==> config.mk <==
export PLATFORM = sky130hd
export DESIGN_NAME = bank_ilv_seq
export DESIGN_NICKNAME = d
export VERILOG_FILES = /design/src/rtl/bank_ilv_pkg.sv /design/src/rtl/bank_ilv_ctrl.sv /design/src/rtl/bank_ilv_dp.sv /design/src/rtl/bank_ilv_seq.sv
export SDC_FILE = /design/constraint.sdc
export NUM_CORES = 1
export LEC_CHECK = 0
export ABC_CLOCK_PERIOD_IN_PS = 4630
export BUFFER_PORTS_ARGS = -buffer_cell sky130_fd_sc_hd__buf_2
export CORE_AREA = 2 2 56 58
export CTS_CLUSTER_DIAMETER = 120
export DETAILED_ROUTE_END_ITERATION = 7
export DIE_AREA = 0 0 58 60
export GPL_TIMING_DRIVEN = 0
export PLACE_DENSITY_LB_ADDON = 0.15
export SLEW_MARGIN = 40
export SYNTH_ARGS = -nofsm -noshare
export SYNTH_HDL_FRONTEND = slang
export SYNTH_SLANG_ARGS = --single-unit
==> constraint.sdc <==
create_clock -name clk -period 4.63 [get_ports clk]
set_input_delay 0.2315 -clock clk [delete_from_list [all_inputs] [get_ports clk]]
set_output_delay 0.2315 -clock clk [all_outputs]
set_load 0.02 [all_outputs]
==> src/rtl/bank_ilv_pkg.sv <==
`timescale 1ns/1ps
package bank_ilv_pkg;
  localparam int NUM_BANKS = 4;
  localparam int BANK_W    = $clog2(NUM_BANKS);
  localparam int SEL_W     = 3;
  localparam int MAX_GAP   = 2;
  localparam int MAX_TAIL  = 10;
  localparam int SUB_W     = $clog2(MAX_TAIL + 2);
  localparam int MAX_LOOP  = 2 * NUM_BANKS + (NUM_BANKS - 1) * MAX_GAP + MAX_TAIL;

  typedef enum logic [1:0] {
    CMD_DES = 2'b00,
    CMD_ACT = 2'b01,
    CMD_RDA = 2'b10
  } cmd_e;

  typedef struct packed {
    logic              act;
    logic              rd;
    logic              loop;
    logic [BANK_W-1:0] bank;
  } seq_strobe_t;

  // deselects between consecutive bank pairs
  function automatic logic [SUB_W-1:0] binGap(input logic [SEL_W-1:0] sel);
    case (sel)
      3'd0:       return SUB_W'(0);
      3'd1, 3'd2: return SUB_W'(1);
      default:    return SUB_W'(2);
    endcase
  endfunction

  // deselects after the final bank pair
  function automatic logic [SUB_W-1:0] binTail(input logic [SEL_W-1:0] sel);
    case (sel)
      3'd0:       return SUB_W'(3);
      3'd1:       return SUB_W'(4);
      3'd2, 3'd3: return SUB_W'(5);
      3'd4:       return SUB_W'(6);
      3'd5:       return SUB_W'(9);
      default:    return SUB_W'(10);
    endcase
  endfunction
endpackage

==> src/rtl/bank_ilv_ctrl.sv <==
`timescale 1ns/1ps
module bank_ilv_ctrl
  import bank_ilv_pkg::*;
(
  input  logic             clk,
  input  logic             rst,
  input  logic [SEL_W-1:0] binSel,
  output seq_strobe_t      stb
);
  logic [BANK_W-1:0] bankCnt;
  logic [SUB_W-1:0]  subCnt;
  logic [SUB_W-1:0]  gapR;
  logic [SUB_W-1:0]  tailR;
  logic [SUB_W-1:0]  segEnd;
  logic              lastBank;
  logic              segDone;

  assign lastBank = (bankCnt == BANK_W'(NUM_BANKS - 1));
  assign segEnd   = lastBank ? (SUB_W'(1) + tailR) : (SUB_W'(1) + gapR);
  assign segDone  = (subCnt == segEnd);

  always_ff @(posedge clk) begin
    if (rst) begin
      bankCnt <= '0;
      subCnt  <= '0;
      gapR    <= binGap(binSel);
      tailR   <= binTail(binSel);
    end else if (segDone) begin
      subCnt <= '0;
      if (lastBank) begin
        bankCnt <= '0;
        gapR    <= binGap(binSel);
        tailR   <= binTail(binSel);
      end else begin
        bankCnt <= bankCnt + BANK_W'(1);
      end
    end else begin
      subCnt <= subCnt + SUB_W'(1);
    end
  end

  always_comb begin
    stb.act  = (subCnt == SUB_W'(0));
    stb.rd   = (subCnt == SUB_W'(1));
    stb.loop = (subCnt == SUB_W'(0)) && (bankCnt == '0);
    stb.bank = bankCnt;
  end
endmodule

==> src/rtl/bank_ilv_dp.sv <==
`timescale 1ns/1ps
module bank_ilv_dp
  import bank_ilv_pkg::*;
(
  input  logic              clk,
  input  logic              rst,
  input  seq_strobe_t       stb,
  output logic [1:0]        cmdOut,
  output logic [BANK_W-1:0] bankOut,
  output logic              loopStart
);
  always_ff @(posedge clk) begin
    if (rst) begin
      cmdOut    <= CMD_DES;
      bankOut   <= '0;
      loopStart <= 1'b0;
    end else begin
      if (stb.act)     cmdOut <= CMD_ACT;
      else if (stb.rd) cmdOut <= CMD_RDA;
      else             cmdOut <= CMD_DES;
      if (stb.act || stb.rd) bankOut <= stb.bank;
      loopStart <= stb.loop;
    end
  end
endmodule

==> src/rtl/bank_ilv_seq.sv <==
`timescale 1ns/1ps
module bank_ilv_seq
  import bank_ilv_pkg::*;
(
  input  logic             clk,
  input  logic             rst,
  input  logic [SEL_W-1:0] binSel,
  output logic [1:0]       cmdOut,
  output logic [BANK_W-1:0] bankOut,
  output logic             loopStart
);
  seq_strobe_t stb;

  bank_ilv_ctrl ctrlI (
    .clk    (clk),
    .rst    (rst),
    .binSel (binSel),
    .stb    (stb)
  );

  bank_ilv_dp dpI (
    .clk       (clk),
    .rst       (rst),
    .stb       (stb),
    .cmdOut    (cmdOut),
    .bankOut   (bankOut),
    .loopStart (loopStart)
  );
endmodule

# [Word-level counts from Yosys, hierarchy flattened]
# Cells that the tools add are included.
# W data, S select, Z words.
[classes] n_addsub=4 eq_ne=8 n_mux=12 n_reduce_logical=12
[op_table] cell="$mux W4" n=7
[op_table] cell="$pmux W4 S5" n=1
[op_table] cell="$add A1 B4 Y4 const A" n=2
[op_table] cell="$reduce_or A2 Y1" n=4
[op_table] cell="$eq A3 B2 Y1 const B" n=2
[op_table] cell="$eq A3 B3 Y1 const B" n=2
[op_table] cell="$add A4 B1 Y4 const B" n=1
[op_table] cell="$eq A4 B1 Y1 const B" n=1
[op_table] cell="$eq A4 B4 Y1" n=1
[op_table] cell="$logic_not A4 Y1" n=1
[op_table] cell="$mux W2" n=2
[op_table] cell="$pmux W2 S2" n=1
[op_table] cell="$reduce_bool A2 Y1" n=2
[op_table] cell="$eq A3 B1 Y1 const B" n=1
[op_table] cell="$logic_not A3 Y1" n=1
[op_table] cell="$add A2 B1 Y2 const B" n=1
[op_table] cell="$eq A2 B2 Y1 const B" n=1
[op_table] cell="$logic_not A2 Y1" n=1
[op_table] cell="$reduce_and A2 Y1" n=1
[op_table] cell="$logic_and A1 B1 Y1" n=1
[op_table] cell="$logic_or A1 B1 Y1" n=1
[op_table] cell="$mux W1" n=1
[word_totals] ff_bits=19 elab_cells=44

# [Longest topological paths before layout]
[depth] depth_word=6 depth_mapped=7

# [By module]
# From an unflattened synthesis, not the netlist that was laid out.
[unflattened] hier_cells=83 area_unflattened_um2=897.1
[modules_own_cells] mod="bank_ilv_ctrl" n_inst=1 cells_each=69 area_each_um2=739.5 seq_area_each_um2=300.3
[modules_own_cells] mod="bank_ilv_dp" n_inst=1 cells_each=14 area_each_um2=157.7 seq_area_each_um2=100.1

# [Worst setup path after synthesis]
# Ideal clock, no wire load.
[synth_path] path_type="register -> register" from="register ctrlI.bankCnt[0]" to="register ctrlI.gapR[0], enable pin" setup_ns=0.316 arrival_ns=1.742 required_time_ns=4.314 path_slack_ns=2.573 path_stages_with_launch=8 n_path_buf=1 period_less_slack_ns=2.057 path_cell_list="dfxtp_1 ha_1 buf_6 mux2i_1 xnor2_1 a2111o_1 nor2_4 a21o_1"
[synth_between] elab_chain_cells=5 word_cells_on_any_way=6
[synth_lines] element="start: declaration" line_no="bank_ilv_ctrl.sv:10" rtl="logic [BANK_W-1:0] bankCnt;"
[synth_lines] element="start signal: assignment" line_no="bank_ilv_ctrl.sv:35" rtl="bankCnt <= bankCnt + BANK_W'(1);"
[synth_lines] element="$eq A2 B2 Y1 *" line_no="bank_ilv_ctrl.sv:18" rtl="assign lastBank = (bankCnt == BANK_W'(NUM_BANKS - 1));"
[synth_lines] element="$mux W4" line_no="bank_ilv_ctrl.sv:19" rtl="assign segEnd = lastBank ? (SUB_W'(1) + tailR) : (SUB_W'(1) + gapR);"
[synth_lines] element="$eq A4 B4 Y1" line_no="bank_ilv_ctrl.sv:20" rtl="assign segDone = (subCnt == segEnd);"
[synth_lines] element="$reduce_bool A2 Y1 (no source line)"
[synth_lines] element="$reduce_and A2 Y1 (no source line) *"
[synth_lines] element="end signal: assignment" line_no="bank_ilv_ctrl.sv:26" rtl="gapR <= binGap(binSel);"
[synth_lines] element="end signal: assignment" line_no="bank_ilv_ctrl.sv:32" rtl="gapR <= binGap(binSel);"
[synth_lines] element="end: declaration" line_no="bank_ilv_ctrl.sv:12" rtl="logic [SUB_W-1:0] gapR;"
# Every way passes the cells marked *; elsewhere a longest branch is shown, timed or not.
# A chain may end at the register's enable or synchronous reset.

# [Worst setup path in the final report]
# Same ends and word-level chain as after synthesis.

==> flow_summary.html <==
<table>
<tr><th>Metric</th><th>Value</th></tr>
<tr><th colspan="2">Status</th></tr>
<tr><td>Outcome</td><td>completed</td></tr>
<tr><th colspan="2">Worst setup path</th></tr>
<tr><td>Reg2reg start</td><td>ctrlI.bankCnt[0]</td></tr>
<tr><td>Element type at the critical path start</td><td>register</td></tr>
<tr><td>Data arrival at the endpoint of the critical path</td><td>2340 ps</td></tr>
<tr><td>Highest fanout seen on the critical path</td><td>10</td></tr>
<tr><td>Worst endpoint required time</td><td>4610 ps</td></tr>
<tr><td>Category of the most critical setup path</td><td>reg2reg</td></tr>
<tr><td>Critical Path End</td><td>ctrlI.gapR[0]</td></tr>
<tr><td>Reg2Reg Capture Point</td><td>ctrlI.gapR[0]</td></tr>
<tr><td>Worst Setup End Kind</td><td>register</td></tr>
<tr><td>Register-to-Register Setup Slack</td><td>2260 ps</td></tr>
<tr><td>Worst Reg2Reg Path Length in Cells</td><td>7</td></tr>
<tr><td>CP Launch Point</td><td>ctrlI.bankCnt[0]</td></tr>
<tr><th colspan="2">Timing</th></tr>
<tr><td>Highest clock frequency the design can meet</td><td>423 MHz</td></tr>
<tr><td>Setup ws final</td><td>2260 ps</td></tr>
<tr><td>Final worst-path cycle share</td><td>51.1%</td></tr>
<tr><td>Total setup violations reported at the end of the flow</td><td>0</td></tr>
<tr><td>Clock skew</td><td>20.7 ps</td></tr>
<tr><td>Max_slew headroom</td><td>61.0%</td></tr>
<tr><td>Hold Fails Final Rpt</td><td>0</td></tr>
<tr><td>Minimum clock period</td><td>2370 ps</td></tr>
<tr><td>RSZ-0062 raised after global routing</td><td>false</td></tr>
<tr><td>Final-layout setup total negative slack</td><td>0 ps</td></tr>
<tr><td>Fin. max-slew vios</td><td>0</td></tr>
<tr><td>Fin Hold WS</td><td>252 ps</td></tr>
<tr><td>Slew at the pin with the worst max-slew slack</td><td>583 ps</td></tr>
<tr><th colspan="2">Route</th></tr>
<tr><td>Iter 0 DRT Violations</td><td>14</td></tr>
<tr><td>Detailed-route via count</td><td>647</td></tr>
<tr><td>1st-pass router iterations</td><td>4</td></tr>
<tr><td>Wire length per cell after detailed routing</td><td>11.5 um</td></tr>
<tr><td>Routed via count divided by cell count</td><td>4.86</td></tr>
<tr><td>Detailed-route wire length</td><td>1.52 mm</td></tr>
<tr><td>Count of nets left with antenna violations after detail routing</td><td>0</td></tr>
<tr><td>DRC errors left</td><td>0</td></tr>
<tr><th colspan="2">Power</th></tr>
<tr><td>Final Power</td><td>0.000389 W</td></tr>
<tr><td>Pwr Density</td><td>389 nW/um^2</td></tr>
<tr><td>Leakage component of the power</td><td>0.425 nW</td></tr>
<tr><td>Worst vdd rail ir drop</td><td>0.000166 V</td></tr>
<tr><th colspan="2">CTS</th></tr>
<tr><td>Clock tree from TritonCTS</td><td>yes</td></tr>
<tr><td>Number of buffers added to fix hold violations after cts</td><td>0</td></tr>
<tr><td>Clock sink total</td><td>17</td></tr>
<tr><td>Clock buffers created by TritonCTS</td><td>3</td></tr>
<tr><td>Latest clock arrival within the worst-skew pair</td><td>300 ps</td></tr>
<tr><td>CTS H-tree depth</td><td>1</td></tr>
<tr><td>Max Root-Sink Buffers</td><td>2</td></tr>
<tr><td>Root Buffer Master</td><td>sky130_fd_sc_hd__clkbuf_4</td></tr>
<tr><td>Count of instances resized after the clock tree is built</td><td>0</td></tr>
<tr><td>Post-CTS setup repair buffer count</td><td>0</td></tr>
<tr><td>Clock-pin slew of the registers on the worst-case setup and hold paths</td><td>120 ps</td></tr>
<tr><th colspan="2">GRT</th></tr>
<tr><td>Maximum number of pins on one net before global-route repair</td><td>12</td></tr>
<tr><td>First-pass GRT wire length</td><td>2.64 mm</td></tr>
<tr><td>Via count of the first global-routing pass</td><td>577</td></tr>
<tr><td>Total global-route track usage</td><td>10.4%</td></tr>
<tr><td>Total gr overflow</td><td>0</td></tr>
<tr><td>GR met3 Demand/Resource</td><td>3.25%</td></tr>
<tr><td>Initial antenna violation count</td><td>0</td></tr>
<tr><td>Met2 layer usage reported by global route</td><td>16.2%</td></tr>
<tr><td>Met1 usage</td><td>12.4%</td></tr>
<tr><td>Layer with the highest usage</td><td>met2</td></tr>
<tr><th colspan="2">Synthesis</th></tr>
<tr><td>Flops &amp; latches, synth</td><td>17</td></tr>
<tr><td>Synthesis warning total</td><td>0</td></tr>
<tr><td>Area of the mapped netlist</td><td>886 um^2</td></tr>
<tr><td>Nets in the synthesized netlist</td><td>99</td></tr>
<tr><td>Yosys cell types</td><td>28</td></tr>
<tr><td>Proportion of synthesized chip area in sequential cells</td><td>45.2%</td></tr>
<tr><td>Synthesized instance count</td><td>87</td></tr>
<tr><td>Mapped Avg Cell Area</td><td>10.2 um^2</td></tr>
<tr><th colspan="2">Floorplanning</th></tr>
<tr><td>Site Rows</td><td>20</td></tr>
<tr><td>Core ar.</td><td>2900 um^2</td></tr>
<tr><td>DIE HEIGHT</td><td>60 um</td></tr>
<tr><td>Die area</td><td>3480 um^2</td></tr>
<tr><td>Top Ports</td><td>10</td></tr>
<tr><td>Starting Density</td><td>30.5%</td></tr>
<tr><td>Die span in x</td><td>58 um</td></tr>
<tr><th colspan="2">Final layout</th></tr>
<tr><td>Sequential standard cell area</td><td>400 um^2</td></tr>
<tr><td>Antenna cells</td><td>0</td></tr>
<tr><td>Area of the multi-input gates</td><td>439 um^2</td></tr>
<tr><td>Most frequent cells in the layout</td><td>sky130_fd_sc_hd__dfxtp_1, sky130_fd_sc_hd__buf_2, sky130_fd_sc_hd__nor2_1, sky130_fd_sc_hd__xnor2_1</td></tr>
<tr><td>Most common cell after layout, fill and taps aside</td><td>sky130_fd_sc_hd__dfxtp_1</td></tr>
<tr><td>Finished layout cell area</td><td>1000 um^2</td></tr>
<tr><td>Layout-stage area growth over the synthesis result</td><td>13.0%</td></tr>
<tr><td>Fill cells</td><td>318</td></tr>
<tr><td>Layout Nets</td><td>113</td></tr>
<tr><td>Fraction of final layout cells with drive strength greater than 1</td><td>16.0%</td></tr>
<tr><th colspan="2">Placement</th></tr>
<tr><td>Final GP Congestion</td><td>0.695</td></tr>
<tr><td>Post-detailed-placement half-perimeter wirelength</td><td>1.20 mm</td></tr>
<tr><td>Placed inst area</td><td>972 um^2</td></tr>
<tr><td>Port Buffer Count</td><td>9</td></tr>
<tr><td>Setup WS pre-CTS</td><td>2270 ps</td></tr>
<tr><th colspan="2">Hold path</th></tr>
<tr><td>Hold Path Origin</td><td>rst</td></tr>
<tr><td>Tightest Hold Check Type</td><td>in2reg</td></tr>
<tr><th colspan="2">Run</th></tr>
<tr><td>Maxcap violations</td><td>0</td></tr>
</table>
metrics by stage:
step	utilization, %	cells
floorplan	-	87
global placement	33.5	129
detailed placement	33.5	129
CTS	34.5	133
global route	34.5	133
finish	34.5	133
cells by family (layout without fill, tap and decap cells):
| kind of cell | count (synthesis) | in the layout | synth area share, % |
|---|---|---|---|
| buf+inv | 10 | 23 | 5.23 |
| compound gates | 9 | 9 | 7.77 |
| fa+ha+maj | 7 | 7 | 9.89 |
| xor+xnor | 10 | 10 | 9.89 |
| flops | 17 | 17 | 45.2 |
| simple gates | 30 | 30 | 17.5 |
| mux | 4 | 4 | 4.52 |
cells in the mapped netlist (all sizes together):
cell type | instances | area share, %
a221oi | 2 | 2.0
nor2 | 9 | 4.7
buf | 2 | 1.8
nand2 | 3 | 1.3
nor2b | 2 | 1.4
and3b | 1 | 0.99
nand3 | 4 | 2.3
edfxtp | 6 | 20
nor3b | 1 | 0.85
ha | 7 | 9.9
clkbuf | 2 | 0.85
a2111o | 1 | 1.3
o31ai | 1 | 0.85
dfxtp | 11 | 25
nand2b | 1 | 0.71
and2 | 1 | 0.71
nor3 | 7 | 4.0
o21ai | 1 | 0.56
a21oi | 2 | 1.1
xnor2 | 8 | 7.9
inv | 6 | 2.5
a21o | 1 | 0.85
xor2 | 2 | 2.0
a2111oi | 1 | 1.1
and3 | 1 | 0.71
mux2i | 4 | 4.5
report_power, final:
group	switching, W	leakage [nW]	internal, W	total (W)
clock	0.0000496	0.0183	0.0000333	0.0000829
sequential	0.0000136	0.149	0.000176	0.000190
combinational	0.0000664	0.258	0.0000498	0.000116
critical path, stage by stage (launching register included):
cell and delay [ps]:
sky130_fd_sc_hd__dfxtp_1 410, sky130_fd_sc_hd__ha_1 220, sky130_fd_sc_hd__buf_6 150, sky130_fd_sc_hd__mux2i_1 230, sky130_fd_sc_hd__xnor2_1 110, sky130_fd_sc_hd__a2111o_1 450
sky130_fd_sc_hd__nor2_4 190, sky130_fd_sc_hd__a21o_1 280
layer usage:
metal	wire, um	share of wire (%)
met1	742	49
met2	701	46
met3	51	3.3
met4	29	1.9
met5	0	0
state kept, by name, summed over array words and instances (netlist names):
name / cells
ctrlI.bankCnt: 2
ctrlI.gapR: 2
ctrlI.subCnt: 4
ctrlI.tailR: 4
dpI.bankOut: 2
dpI.cmdOut: 2
dpI.loopStart: 1
worst min path at each step:
stage	end	slack (ps)	cells past startpoint
6_report	dpI.cmdOut[0]	250	3
3_3_place_gp	dpI.bankOut[1]	480	2
4_1_cts	dpI.cmdOut[0]	240	3
2_1_floorplan	ctrlI.gapR[1]	410	2
5_1_grt	dpI.cmdOut[0]	240	3
3_5_place_dp	dpI.bankOut[1]	490	2
area by class of cell:
| class | count | share of cell area [%] |
|---|---|---|
| well taps | 33 | 4.13 |
| clock inverters | 1 | 0.625 |
| flip-flops and latches | 17 | 40.0 |
| plain buffers | 4 | 2.38 |
| inverters | 6 | 2.25 |
| repair buffers | 9 | 4.50 |
| multi-input cells | 60 | 43.9 |
| clock buffers | 3 | 2.25 |
(Power assumes the default switching activity.)
